`config.mk`:
```
export PLATFORM = sky130hd
export DESIGN_NAME = scl_timing_gen
export DESIGN_NICKNAME = d
export VERILOG_FILES = /design/src/rtl/scl_timing_pkg.sv /design/src/rtl/scl_tick_div.sv /design/src/rtl/scl_line_sync.sv /design/src/rtl/scl_phase_cnt.sv /design/src/rtl/scl_timing_gen.sv
export SDC_FILE = /design/constraint.sdc
export NUM_CORES = 1
export LEC_CHECK = 0
export ABC_AREA = 0
export CAP_MARGIN = 5
export CORE_MARGIN = 4
export CORE_UTILIZATION = 26
export CTS_CLUSTER_SIZE = 16
export DETAILED_ROUTE_END_ITERATION = 7
export PLACE_DENSITY = 0.49
export SYNTH_ARGS = -nofsm -noshare
export SYNTH_HDL_FRONTEND = slang
export SYNTH_SLANG_ARGS = --single-unit
export TNS_END_PERCENT = 30
```
`constraint.sdc`:
```
create_clock -name clk -period 3.6 [get_ports clk]
set_clock_uncertainty 0.05 [all_clocks]
set_input_delay 0.9 -clock clk [delete_from_list [all_inputs] [get_ports clk]]
set_output_delay 0.9 -clock clk [all_outputs]
set_load 0.02 [all_outputs]
```
`src/rtl/scl_timing_pkg.sv`:
```
package scl_timing_pkg;

  localparam int LSB_W = 8;
  localparam int CNT_W = LSB_W + 1;

  typedef enum logic [2:0] {
    PH_IDLE = 3'd0,
    PH_HOLD = 3'd1,
    PH_LOW  = 3'd2,
    PH_RISE = 3'd3,
    PH_HIGH = 3'd4
  } scl_phase_e;

  // Programmed count with the zero case lifted to one tick.
  function automatic logic [CNT_W-1:0] eff_count(input logic [CNT_W-1:0] c);
    return (c == '0) ? CNT_W'(1) : c;
  endfunction

  // Tick index inside the low phase at which SDA may change.
  function automatic logic [CNT_W-1:0] change_index(input logic [CNT_W-1:0] c);
    return eff_count(c) >> 2;
  endfunction

endpackage

```
`src/rtl/scl_tick_div.sv`:
```
module scl_tick_div (
  input  logic clk,
  input  logic rst_n,
  input  logic clear,
  input  logic div2,
  output logic tick,
  output logic first
);
  logic pre_q;

  always_ff @(posedge clk or negedge rst_n) begin
    if (!rst_n) begin
      pre_q <= 1'b0;
    end else if (clear || !div2) begin
      pre_q <= 1'b0;
    end else begin
      pre_q <= ~pre_q;
    end
  end

  assign tick  = !div2 || pre_q;
  assign first = !pre_q;
endmodule

```
`src/rtl/scl_line_sync.sv`:
```
module scl_line_sync #(
  parameter int STAGES = 2
) (
  input  logic clk,
  input  logic rst_n,
  input  logic din,
  output logic dout
);
  logic [STAGES-1:0] sr_q;

  generate
    if (STAGES == 1) begin : g_single
      always_ff @(posedge clk or negedge rst_n) begin
        if (!rst_n) sr_q <= '1;
        else        sr_q <= din;
      end
    end else begin : g_chain
      always_ff @(posedge clk or negedge rst_n) begin
        if (!rst_n) sr_q <= '1;
        else        sr_q <= {sr_q[STAGES-2:0], din};
      end
    end
  endgenerate

  assign dout = sr_q[STAGES-1];
endmodule

```
`src/rtl/scl_phase_cnt.sv`:
```
module scl_phase_cnt #(
  parameter int W = 9
) (
  input  logic         clk,
  input  logic         rst_n,
  input  logic         clear,
  input  logic         tick_en,
  input  logic [W-1:0] limit,
  output logic [W-1:0] count,
  output logic         done
);
  always_ff @(posedge clk or negedge rst_n) begin
    if (!rst_n) begin
      count <= '0;
    end else if (clear) begin
      count <= '0;
    end else if (tick_en) begin
      count <= count + 1'b1;
    end
  end

  assign done = tick_en && (count == limit - 1'b1);
endmodule

```
`src/rtl/scl_timing_gen.sv`:
```
module scl_timing_gen
  import scl_timing_pkg::*;
#(
  parameter int SYNC_STAGES = 2
) (
  input  logic             clk,
  input  logic             rst_n,
  input  logic             run,
  input  logic             div2,
  input  logic [LSB_W-1:0] lo_count_byte,
  input  logic             lo_count_top,
  input  logic [LSB_W-1:0] hi_count_byte,
  input  logic             hi_count_top,
  input  logic             scl_in,
  output logic             scl_oe,
  output logic             hold_active,
  output logic             data_change_stb,
  output logic             sample_stb
);
  localparam int STW = $clog2(SYNC_STAGES + 1);
  localparam logic [STW-1:0] SETTLE_MAX = STW'(SYNC_STAGES);

  scl_phase_e phase_q, phase_d;

  logic [CNT_W-1:0] lo_full, hi_full, n_lo, n_hi, limit;
  logic [CNT_W-1:0] cnt;
  logic             cnt_done, tick, tick_first;
  logic             phase_change, counting, cnt_clear;
  logic             scl_seen_high;
  logic             phase_rise;
  logic [STW-1:0]   settle_q;
  logic             line_trusted;

  assign lo_full = {lo_count_top, lo_count_byte};
  assign hi_full = {hi_count_top, hi_count_byte};
  assign n_lo    = eff_count(lo_full);
  assign n_hi    = eff_count(hi_full);
  assign limit   = (phase_q == PH_LOW) ? n_lo : n_hi;

  scl_line_sync #(.STAGES(SYNC_STAGES)) u_sync (
    .clk  (clk),
    .rst_n(rst_n),
    .din  (scl_in),
    .dout (scl_seen_high)
  );

  scl_tick_div u_div (
    .clk  (clk),
    .rst_n(rst_n),
    .clear(cnt_clear),
    .div2 (div2),
    .tick (tick),
    .first(tick_first)
  );

  assign counting = (phase_q == PH_HOLD) || (phase_q == PH_LOW) || (phase_q == PH_HIGH);

  scl_phase_cnt #(.W(CNT_W)) u_cnt (
    .clk    (clk),
    .rst_n  (rst_n),
    .clear  (cnt_clear),
    .tick_en(tick && counting),
    .limit  (limit),
    .count  (cnt),
    .done   (cnt_done)
  );

  // Release window: wait until the synchronizer holds line samples
  // taken after the release before trusting the sensed level.
  always_ff @(posedge clk or negedge rst_n) begin
    if (!rst_n) begin
      settle_q <= '0;
    end else if (phase_q != PH_RISE) begin
      settle_q <= '0;
    end else if (settle_q != SETTLE_MAX) begin
      settle_q <= settle_q + 1'b1;
    end
  end

  assign line_trusted = (settle_q == SETTLE_MAX) && scl_seen_high;

  always_comb begin
    phase_d = phase_q;
    if (!run) begin
      phase_d = PH_IDLE;
    end else begin
      unique case (phase_q)
        PH_IDLE: phase_d = PH_HOLD;
        PH_HOLD: if (cnt_done) phase_d = PH_LOW;
        PH_LOW:  if (cnt_done) phase_d = PH_RISE;
        PH_RISE: if (line_trusted) phase_d = PH_HIGH;
        PH_HIGH: if (cnt_done) phase_d = PH_LOW;
        default: phase_d = PH_IDLE;
      endcase
    end
  end

  assign phase_change = (phase_d != phase_q);
  assign cnt_clear    = phase_change || (phase_q == PH_IDLE);

  always_ff @(posedge clk or negedge rst_n) begin
    if (!rst_n) phase_q <= PH_IDLE;
    else        phase_q <= phase_d;
  end

  assign phase_rise      = (phase_q == PH_RISE);
  assign scl_oe          = (phase_q == PH_LOW);
  assign hold_active     = (phase_q == PH_HOLD);
  assign data_change_stb = (phase_q == PH_LOW) && tick && (cnt == change_index(lo_full));
  assign sample_stb      = (phase_q == PH_HIGH) && (cnt == '0) && tick_first;
endmodule

```
# Word level (Yosys, flattened, before mapping)
# Index checks and enable logic that the tools add are counted.
dict set report totals {
  reg_bits 17
  elab_cells 53
}
dict set report classes {
  mux 13
  n_reduce_logical 21
  n_eq_ne 10
  n_bitwise 1
  addsub 3
}
# op count
set ops {}
lappend ops {{$mux W9} 5}
lappend ops {{$logic_not A9 Y1} 3}
lappend ops {{$mux W3} 4}
lappend ops {{$pmux W3 S4} 1}
lappend ops {{$add A9 B1 Y9 const B} 1}
lappend ops {{$eq A9 B7 Y1} 1}
lappend ops {{$eq A9 B9 Y1} 1}
lappend ops {{$sub A9 B1 Y9 const B} 1}
lappend ops {{$logic_and A1 B1 Y1} 7}
lappend ops {{$eq A3 B2 Y1 const B} 2}
lappend ops {{$logic_or A1 B1 Y1} 5}
lappend ops {{$mux W2} 2}
lappend ops {{$reduce_bool A2 Y1} 2}
lappend ops {{$eq A3 B1 Y1 const B} 1}
lappend ops {{$eq A3 B3 Y1 const B} 1}
lappend ops {{$logic_not A3 Y1} 1}
lappend ops {{$ne A3 B2 Y1 const B} 1}
lappend ops {{$ne A3 B3 Y1} 1}
lappend ops {{$add A2 B1 Y2 const B} 1}
lappend ops {{$eq A2 B2 Y1 const B} 1}
lappend ops {{$logic_not A1 Y1} 2}
lappend ops {{$ne A2 B2 Y1 const B} 1}
lappend ops {{$reduce_or A2 Y1} 1}
lappend ops {{$mux W1} 1}
lappend ops {{$not A1 Y1} 1}

# Depth between registers and ports, before layout
dict set report logic_depth {
  word_depth 13
  ltp_mapped 13
  ltp_nobuf 11
}

# Hierarchy
# A second synthesis with hierarchy kept.
dict set report hier_totals {
  hier_cells 175
  area_unflattened_um2 1552.7
}
# module area_per_inst_um2 cells_each n_inst
set by_module_without_submodules {}
lappend by_module_without_submodules {scl_phase_cnt 778.2 98 1}
lappend by_module_without_submodules {scl_timing_gen 674.4 71 1}
lappend by_module_without_submodules {scl_line_sync 52.6 2 1}
lappend by_module_without_submodules {scl_tick_div 47.5 4 1}

# Least setup slack after synthesis
# OpenSTA, ideal clock, no wires.
dict set report synth_timing {
  path_type {input to register}
  start {in lo_count_byte[3]}
  end {reg u_cnt.count[0]}
  arrival_time_ns 3.518
  cell_stages 11
  setup_ns 0.147
  setup_slack_ns -0.115
  required_time_ns 3.403
  cell_sequence {clkbuf_1 > nor4_1 > a211oi_1 > or2_1 > ha_1 > xor2_1 > xnor2_1 > nor4b_2 > o2111ai_2 > o21ai_1 > a21oi_1}
}
dict set report synth_between {
  elab_chain_cells 12
  elab_cells_between_ends 14
}
# element line_no
set synth_lines {}
lappend synth_lines {{from (decl)} scl_timing_gen.sv:10} ;# input logic [LSB_W-1:0] lo_count_byte,
lappend synth_lines {{$logic_not A9 Y1} scl_timing_pkg.sv:16} ;# return (c == '0) ? CNT_W'(1) : c;
lappend synth_lines {{$mux W9 (*)} scl_timing_pkg.sv:16}
lappend synth_lines {{$mux W9 (*)} scl_timing_gen.sv:38} ;# assign limit = (phase_q == PH_LOW) ? n_lo : n_hi;
lappend synth_lines {{$sub A9 B1 Y9 (*)} scl_phase_cnt.sv:22} ;# assign done = tick_en && (count == limit - 1'b1);
lappend synth_lines {{$eq A9 B9 Y1 (*)} scl_phase_cnt.sv:22}
lappend synth_lines {{$logic_and A1 B1 Y1 (*)} scl_phase_cnt.sv:22}
lappend synth_lines {{$mux W3 (on tied branches)} {scl_timing_gen.sv:89, scl_timing_gen.sv:92, scl_timing_gen.sv:90}}
lappend synth_lines {{$pmux W3 S4 (*)} scl_timing_gen.sv:87} ;# unique case (phase_q)
lappend synth_lines {{$mux W3 (*)} scl_timing_gen.sv:84} ;# if (!run) begin
lappend synth_lines {{$ne A3 B3 Y1 (*)} scl_timing_gen.sv:98} ;# assign phase_change = (phase_d != phase_q);
lappend synth_lines {{$logic_or A1 B1 Y1 (*)} scl_timing_gen.sv:99} ;# assign cnt_clear = phase_change || (phase_q == PH_IDLE);
lappend synth_lines {{$mux W9 or $reduce_bool A2 Y1 (tied branches)} -}
lappend synth_lines {{to (signal assigned)} scl_phase_cnt.sv:18} ;# count <= count + 1'b1;
lappend synth_lines {{to (decl)} scl_phase_cnt.sv:9} ;# output logic [W-1:0] count,
# Every way passes the cells marked *; elsewhere a longest branch is shown, timed or not.
# A chain may end at the register's enable or synchronous reset.

# Worst setup path in the final report
dict set report layout_timing {
  start {in lo_count_byte[3]}
  end {reg u_cnt.count[6]}
}
# Same word-level chain as after synthesis.

==> reports/qor.yml <==
run_status:
  outcome: "finished, final reports clean"
drt:
  vias: 1487
  avgRoutedWirePerCell_microns: 14.6
  drc: 0
  drt-vias-per-instance: 4.78
  drtPass1Iterations: 4
  ant_nets: 0
  dr.first_iter.drc_count: 63
  routed_wl_microns: 4540
clock_network:
  numCtsBuffers: 3
  clk_path_buf_depth: 2
  cts_tree: "yes"
  cts_hold_buf: 0
  cts.sinks: 17
  h-tree-depth: 1
  cts_root_buf: "clkbuf_8"
  clk_pin_slew_worst_paths_ps: 60
  clk_latency_ps: 250
placed_design:
  port_buffers: 26
  dp_hpwl_microns: 3420
  gp_congestion: 0.792
  dpl.cell_count: 298
critical_path:
  rr_worst_depth: 14
  crit_slowest_cell: "nor4_4"
  reg2reg_slack_ps: 290
  cp_cell_sequence: "dlygate4sd2_1 > nor4_4 > a211oi_2 > or2_4 > ha_4 > xor2_1 > nand2_1 > nor4b_2 > o2111ai_2 > buf_4 > o31ai_4 > buf_4 > buf_12 > a21oi_1"
  crit_arrival_ps: 3540
  r2r_start: "phase_q[1]$_DFF_PN0_"
  cp-start-kind: "input port"
  r2r_end: "u_cnt.count[6]$_DFFE_PN0P_"
  crit_path_max_incr_delay_ps: 330
  crit_top_cell: "buf_4"
  crit_path_end_kind: "register"
  path_max_fanout: 5
  worstSetupPathType: "input port to register"
  required_ps: 3690
timing:
  maxSlewHeadroom_pct: 46.8
  min_period_ps: 3460
  clock.fmax_mhz: 289
  setup_violations: 0
  fin_tns_setup_ps: 0
  drv_slew: 0
  fin_crit_sh_pct: 96.0
  worst_slew_pin_slew_ps: 796
  hold_violations: 0
power:
  ir_drop_mv: 0.145
  power.density_nw_per_um2: 198
  p_leak_nw: 1.02
final_layout:
  layout.cells.non_filler: 311
  postLayoutCoreUtil_pct: 41.0
  drive_gt1_share_pct: 26.8
  fin_nets: 267
  syn2layout_area_growth_pct: 48.5
  most-common-layout-cells: "37 x buf_4, 16 x xor2_1, 15 x xnor2_1, 15 x dfrtp_1, 13 x a21oi_1"
  final_common_cell: "buf_4"
  n_antenna_cell: 0
global_routing:
  use_met3_pct: 1.36
  grt_max_degree: 18
  grt_pass1_vias: 1527
  met2_usage_pct: 20.6
  grt_busiest_layer: "met2"
  grtUsageTotal_pct: 12.7
  grt_pass1_wl_microns: 7560
  grt_remaining_overflow: 0
  antenna_found_initial: 0
  grt_use_met1_pct: 17.5
synth:
  synth-seq-cells: 17
  synth_cell_types: 44
  syn_area_sq_um: 1560
  netlist_instances: 179
  yosysSeqAreaShare_pct: 27.5
  synth-edff-count: 0
  syn_avg_cell_area_sq_um: 8.70
  synthArstFlopShare_pct: 100
  synth_top_flop_cell: "dfrtp_1"
  syn_nets: 206
  yosys_warnings: 0
floorplanning:
  initial_utilization_pct: 27.6
  io-pin-count: 27
  rows: 27
  die-area_sq_um: 7290
  core_sq_um: 5640
  die_y_microns: 85.4
  fp.dieW_microns: 85.4
hold_path:
  min_path_cells: 0
  hold_start: "u_sync.sr_q[0]$_DFF_PN1_"
  min_path_type: "register to register"
  holdPathEnd: "u_sync.sr_q[1]$_DFF_PN1_"
run:
  maxCapViolations: 0
[synthesized netlist by cell type (4+ instances only)]
library cell	number	share of area, %
inv_1	7	1.7
nor3_1	5	1.6
ha_1	4	3.2
xor2_1	16	9.0
nand4_1	5	2.0
dfrtp_1	15	24
nand3_1	6	1.9
nand2_1	9	2.2
o21ai_0	5	1.6
clkbuf_1	7	1.7
a21oi_1	13	4.2
xnor2_1	15	8.4
nor4_1	9	3.6
mux2i_1	9	5.8
nor2b_1	5	2.0
nor2_1	9	2.2
[through the flow]
| step | hold WS (ps) | area [sq um] | worst slack [ps] | power [W] |
|---|---|---|---|---|
| 6_report | 306 | 2310 | 145 | 0.000457 |
| 5_1_grt | 313 | 2310 | -0.286 | 0.000482 |
| 4_1_cts | 307 | 2280 | -6.30 | 0.000462 |
| 3_5_place_dp | 297 | 2120 | -467 | 0.000317 |
| 3_3_place_gp | 295 | 2120 | -380 | 0.000317 |
| 2_1_floorplan | 295 | 1570 | 44.2 | 0.000247 |
[power breakdown]
part / internal [W] / switching [W] / total, W
Combinational: 0.0000626 / 0.0000577 / 0.000120
Clock: 0.0000784 / 0.0000622 / 0.000141
Sequential: 0.000195 / 0.00000134 / 0.000196
Total: 0.000336 / 0.000121 / 0.000457
[logic make-up after synthesis]
group,synth area share (%)
compound gates,15.7
xor+xnor,17.4
fa+ha+maj,3.22
buf+inv,6.11
flops,27.5
mux,7.23
simple gates,22.8
[layer usage]
| metal | vias to the layer above | share of wire [%] |
|---|---|---|
| met4 | 0 | 1.7 |
| met5 | - | 0 |
| met3 | 8 | 3.5 |
| met1 | 684 | 47 |
| met2 | 26 | 48 |
| li1 | 769 | - |
[state kept, by name (all words and copies together) (netlist names)]
register / count
phase_q: 3
settle_q: 2
u_div.pre_q: 1
u_sync.sr_q: 2
u_cnt.count: 9
[area by class of cell]
cell class	count	area, sq um
fill	573	3330
multi-input combinational	143	1120
timing repair buffer	67	602
sequential	17	428
tap	72	90.1
clock buffer	4	45.0
inverter	8	30.0
[critical path, delay by kind of cell]
| family | cells | cell delay (ps) |
|---|---|---|
| adder cells (fa/ha/maj) | 1 | 260 |
| buffers and inverters | 4 | 700 |
| AND/OR/NAND/NOR | 4 | 980 |
| XOR/XNOR | 1 | 150 |
| AO/OA/AOI/OAI | 4 | 550 |
[worst max-delay path by stage]
stage	from	to	cells past startpoint
CTS	lo_count_byte[1]	u_cnt.count[7]$_DFFE_PN0P_	13
global route	hi_count_byte[4]	u_cnt.count[2]$_DFFE_PN0P_	15
floorplan	hi_count_byte[3]	phase_q[0]$_DFF_PN0_	10
finish	lo_count_byte[3]	u_cnt.count[6]$_DFFE_PN0P_	14
global placement	hi_count_byte[4]	phase_q[0]$_DFF_PN0_	12
detailed placement	hi_count_byte[4]	phase_q[0]$_DFF_PN0_	12
[what timing repair did]
item | 4_1_cts | 5_1_grt
setup endpoints to repair | 12 | 12
buffers inserted | 7 | 1
pin swaps | 12 | 9
hold endpoints to repair | 0 | 0
cloned | 1 | 0
resized for setup | 25 | 12
No activity file was read; power rests on OpenSTA's default activity.
